## src/rtl/amute_pkg.sv

```systemverilog
package amute_pkg;

    // Class of one incoming sample
    typedef enum logic [1:0] {
        LVL_NONE = 2'd0,
        LVL_ZERO = 2'd1,
        LVL_ONES = 2'd2
    } lvl_e;

    // Registered per-channel tracking state, apart from the counter
    typedef struct packed {
        lvl_e run_lvl;
        logic muted;
    } chan_state_t;

    localparam chan_state_t CHAN_IDLE = '{run_lvl: LVL_NONE, muted: 1'b0};

endpackage

```

## src/rtl/amute_classify.sv

```systemverilog
module amute_classify
    import amute_pkg::*;
#(
    parameter int SAMPLE_W = 16
) (
    input  logic [SAMPLE_W-1:0] sample,
    output lvl_e                lvl
);
    always_comb begin
        if (sample == '0)
            lvl = LVL_ZERO;
        else if (sample == '1)
            lvl = LVL_ONES;
        else
            lvl = LVL_NONE;
    end
endmodule

```

## src/rtl/amute_channel.sv

```systemverilog
module amute_channel
    import amute_pkg::*;
#(
    parameter int SAMPLE_W   = 16,
    parameter int MUTE_COUNT = 8192
) (
    input  logic                clk,
    input  logic                rst,
    input  logic                en,
    input  logic                vld,
    input  logic [SAMPLE_W-1:0] sample,
    output logic                mute
);
    localparam int CNT_W = $clog2(MUTE_COUNT + 1);
    localparam logic [CNT_W-1:0] CNT_MAX = CNT_W'(MUTE_COUNT);

    lvl_e             lvl_in;
    chan_state_t      st_q, st_d;
    logic [CNT_W-1:0] cnt_q, cnt_d;

    amute_classify #(.SAMPLE_W(SAMPLE_W)) i_cls (
        .sample (sample),
        .lvl    (lvl_in)
    );

    always_comb begin
        st_d  = st_q;
        cnt_d = cnt_q;
        if (!en) begin
            st_d  = CHAN_IDLE;
            cnt_d = '0;
        end else if (vld) begin
            if (lvl_in == LVL_NONE) begin
                st_d  = CHAN_IDLE;
                cnt_d = '0;
            end else begin
                if (lvl_in != st_q.run_lvl)
                    cnt_d = CNT_W'(1);
                else if (cnt_q != CNT_MAX)
                    cnt_d = cnt_q + CNT_W'(1);
                st_d.run_lvl = lvl_in;
                st_d.muted   = (cnt_d == CNT_MAX);
            end
        end
    end

    always_ff @(posedge clk) begin
        if (rst) begin
            st_q  <= CHAN_IDLE;
            cnt_q <= '0;
        end else begin
            st_q  <= st_d;
            cnt_q <= cnt_d;
        end
    end

    assign mute = st_q.muted;


    mute_rise_chk: assert property (@(posedge clk) disable iff (rst)
        $rose(mute) |-> $past(en && vld && lvl_in != LVL_NONE));


    release_chk: assert property (@(posedge clk) disable iff (rst)
        (en && vld && lvl_in == LVL_NONE) |=> !mute);


    disable_clear_chk: assert property (@(posedge clk) disable iff (rst)
        !en |=> (!mute && cnt_q == '0));


    hold_chk: assert property (@(posedge clk) disable iff (rst)
        (en && !vld) |=> ($stable(mute) && $stable(cnt_q)));


    no_wrap_chk: assert property (@(posedge clk) disable iff (rst)
        cnt_q <= CNT_MAX);
endmodule

```

## src/rtl/amute_top.sv

```systemverilog
module amute_top
    import amute_pkg::*;
#(
    parameter int SAMPLE_W        = 16,
    parameter int MUTE_COUNT      = 8192,
    parameter bit IND_ACTIVE_HIGH = 1'b0
) (
    input  logic                clk,
    input  logic                rst,
    input  logic                amute_en,
    input  logic                frame_vld,
    input  logic [SAMPLE_W-1:0] smp_l,
    input  logic [SAMPLE_W-1:0] smp_r,
    output logic                mute_req_l,
    output logic                mute_req_r,
    output logic                mute_pin
);
    localparam int NCH = 2;

    logic [SAMPLE_W-1:0] smp   [NCH];
    logic [NCH-1:0]      mutes;

    assign smp[0] = smp_l;
    assign smp[1] = smp_r;

    for (genvar c = 0; c < NCH; c++) begin : g_ch
        amute_channel #(
            .SAMPLE_W   (SAMPLE_W),
            .MUTE_COUNT (MUTE_COUNT)
        ) i_ch (
            .clk    (clk),
            .rst    (rst),
            .en     (amute_en),
            .vld    (frame_vld),
            .sample (smp[c]),
            .mute   (mutes[c])
        );
    end

    assign mute_req_l = mutes[0];
    assign mute_req_r = mutes[1];
    assign mute_pin   = IND_ACTIVE_HIGH ? (|mutes) : ~(|mutes);


    pin_level_chk: assert property (@(posedge clk) disable iff (rst)
        (mute_pin == IND_ACTIVE_HIGH) == (mute_req_l || mute_req_r));


    reset_clear_chk: assert property (@(posedge clk)
        rst |=> (!mute_req_l && !mute_req_r));
endmodule

```

## config.mk

```make
export PLATFORM = sky130hd
export DESIGN_NAME = amute_top
export DESIGN_NICKNAME = d
export VERILOG_FILES = /design/src/rtl/amute_pkg.sv /design/src/rtl/amute_classify.sv /design/src/rtl/amute_channel.sv /design/src/rtl/amute_top.sv
export SDC_FILE = /design/constraint.sdc
export NUM_CORES = 1
export LEC_CHECK = 0
export BUFFER_PORTS_ARGS = -buffer_cell sky130_fd_sc_hd__clkbuf_2
export CAP_MARGIN = 20
export CELL_PAD_IN_SITES_DETAIL_PLACEMENT = 0
export CELL_PAD_IN_SITES_GLOBAL_PLACEMENT = 2
export CORE_UTILIZATION = 32
export DETAILED_ROUTE_END_ITERATION = 7
export PLACE_DENSITY_LB_ADDON = 0.1
export SKIP_LAST_GASP = 1
export SLEW_MARGIN = 20
export SYNTH_ARGS = -nofsm -noshare
export SYNTH_HDL_FRONTEND = slang
export SYNTH_SLANG_ARGS = --single-unit
```

## constraint.sdc

```tcl
create_clock -name clk -period 2.7 [get_ports clk]
set_clock_uncertainty 0.05 [all_clocks]
set_input_delay 0.405 -clock clk [delete_from_list [all_inputs] [get_ports clk]]
set_output_delay 0.405 -clock clk [all_outputs]
set_load 0.02 [all_outputs]
```

==> impl_results.md <==
- Antenna cells: 0
- Design area: 2850 sq um
- Antenna-violating nets left: 0
- Number of global-route vias before repair: 2,387
- Critical path origin: g_ch[1].i_ch.cnt_q[1]
- Final setup vio count: 0
- EDFF count, synth: 0
- Dominant cell type by area after synthesis: dfxtp_1
- CP arrival: 2440 ps
- Synth Register Bits: 34
- Initial antenna violation count: 0
- Remaining global-route overflow: 0
- WL/cell: 14.5 um
- CP startpoint kind: flop
- Post-Syn Nets: 372
- RSZ-0062 raised after global routing: false
- Critical path endpoint category: flop
- CP Class: flop to flop
- Max stage delay cell, worst path: nor3_1
- Status: finished, final reports clean
- Leak pwr: 0.984 nW
- # H-tree levels: 2
- Site row count: 31
- Total core area: 7370 sq um
- Worst slew pin tran: 749 ps
- Crit path max fanout: 7
- Die X-Extent: 90.0 um
- Via density: 5.51
- PD cells: 378 nW/um^2
- Internal power: 0.809 mW
- Worst min-delay path category: flop to flop
- Placed Area: 2730 sq um
- Main synth FF type: dfxtp_1
- Maximum VDD drop: 296 uV
- CTS root buffer: clkbuf_8
- Most frequent cell after synthesis: nor2_1
- Initial Util: 0.336
- Max_slew headroom: 0.499
- Fmax: 0.442 GHz
- Die ar.: 8100 sq um
- Fraction of layout cells with a size suffix above 1: 0.177
- Sequential area share after synthesis: 0.275
- Req. time, crit path: 2870 ps
- Nets@finish: 406
- Most frequent cells after synthesis: nor2_1 (39), dfxtp_1 (34), nand2_1 (28)
- CTS Buffer Depth: 2
- Slew Limit Fails: 0
- Vias: 2,568
- Pin count of the biggest net entering global routing: 29
- Worst path max stage delay: 430 ps
- # DRC: 0
- Drt first pass iters: 4
- Synth unique cells: 55
- CTS tree: built
- Total wire length: 6770 um
- Area delta synth->final: 14.8%
- Syn Std Cell Area: 2480 sq um
- CTS sink count: 34
- DR iter-0 viols: 136
- Overall routing resource usage: 0.174
- Post-cts sizing count: 0
- R2r startpoint: g_ch[1].i_ch.cnt_q[1]
- Skew-Pair Late Insertion Delay: 290 ps
- Top cells by area, synth: dfxtp_1 (27%), nor2_1 (5.9%), nand4_1 (4.5%), a21oi_1 (4.4%), nor3_1 (4.4%)
- Sequential group share of total power: 0.467
- Final min period: 2260 ps
- Combinational cell fraction of total power: 0.074
- Final period utilization: 0.837
- I/O Buffers: 38
- Synth Warn #: 0
- Postcts setup bufs: 0
- Syn Area/Cell: 7.46 sq um
- Total Neg Setup Slack: 0 ps
- Io pins: 39
- DP Wirelength: 4970 um
- First-pass GRT wire length: 11,600 um
- Reg clk slew, reported paths: 80 ps
- Top-area cell type share of the netlist area: 0.275
- Clock power frac: 0.460
- Number of hold buffers added after CTS: 0
- Sw Share: 0.248
- Max_cap viols: 0
- Cells along the critical path: ha_1 -> nand4_1 -> nor3_1 -> and3_1 -> o22ai_1 -> a2111o_1 -> o21ai_1
- Net Switching: 0.267 mW
- Post-synthesis cell count: 332
- CTS Buf Count: 5
- Post-synth ARST share: 0
- RD Place Congestion: 0.785
- Min-delay src: g_ch[0].i_ch.mute
- Die boundary height: 90.0 um
- Endpoints failing hold: 0
[layout by cell type, fill, tap and decap left out, types with 9 or more instances in the layout]
cell | netlist | routed
a21oi_1 | 22 | 22
buf_4 | 0 | 9
clkbuf_2 | 0 | 38
dfxtp_1 | 34 | 34
inv_1 | 10 | 10
nand2_1 | 28 | 28
nand3_1 | 13 | 13
nand4_1 | 18 | 18
nor2_1 | 39 | 39
nor3_1 | 22 | 22
nor4_1 | 12 | 12
o21ai_0 | 16 | 16
[sequential cells by signal, summed over array words and instances (netlist names)]
signal           flops
g_ch.i_ch.cnt_q     28
g_ch.i_ch.mute       2
g_ch.i_ch.st_q       4
[layer usage]
layer / routed length, um / track usage
met5: 0 / 0
met4: 51 / 0.0323
met3: 327 / 0.0313
met2: 2830 / 0.270
met1: 3560 / 0.252
[logic make-up (layout without fill, tap and decap cells)]
group / Yosys count / in the layout / share of synthesized area
AND/OR/NAND/NOR: 173 / 173 / 0.384
AO/OA/AOI/OAI: 78 / 78 / 0.207
buffers and inverters: 30 / 65 / 0.0667
multiplexers: 3 / 3 / 0.0121
flip-flops: 34 / 34 / 0.275
XOR/XNOR: 10 / 10 / 0.0354
adder cells (fa/ha/maj): 4 / 4 / 0.0202
[layout make-up]
class | count | area (sq um)
multi-input cells | 268 | 1630
repair buffers | 47 | 258
clock buffers | 5 | 68.8
flip-flops and latches | 34 | 681
fillers | 775 | 4520
clock inverters | 3 | 45.0
inverters | 10 | 37.5
well taps | 99 | 124
[final timing paths]
| check | to | slack [ps] | cells past startpoint |
|---|---|---|---|
| worst min register to register | g_ch[0].i_ch.mute | 430 | 2 |
| worst min-delay path | g_ch[0].i_ch.mute | 430 | 2 |
| worst max register to register | g_ch[1].i_ch.mute | 440 | 7 |
| worst max-delay path | g_ch[1].i_ch.mute | 440 | 7 |
[power groups by stage]
stage	sequential (mW)	clock [mW]	combinational, mW
3_5_place_dp	0.514	0	0.0795
3_3_place_gp	0.514	0	0.0786
2_1_floorplan	0.514	0	0.0395
6_report	0.502	0.495	0.0791
5_1_grt	0.502	0.532	0.0888
4_1_cts	0.502	0.511	0.0799
[stage by stage]
step,cells,hold slack (ps),utilization,power [mW],worst slack [ps]
floorplan,332,429,-,0.553,650
global placement,458,417,0.371,0.593,390
detailed placement,458,424,0.371,0.594,363
CTS,466,435,0.386,1.09,453
global route,466,479,0.386,1.12,258
finish,466,434,0.386,1.08,440
[worst max-delay path: cells and delay by family (launching register included)]
family / cells / cell delay [ps]
simple gates: 3 / 840
compound gates: 3 / 560
flops: 1 / 420
fa+ha+maj: 1 / 310
(Power assumes the default switching activity.)
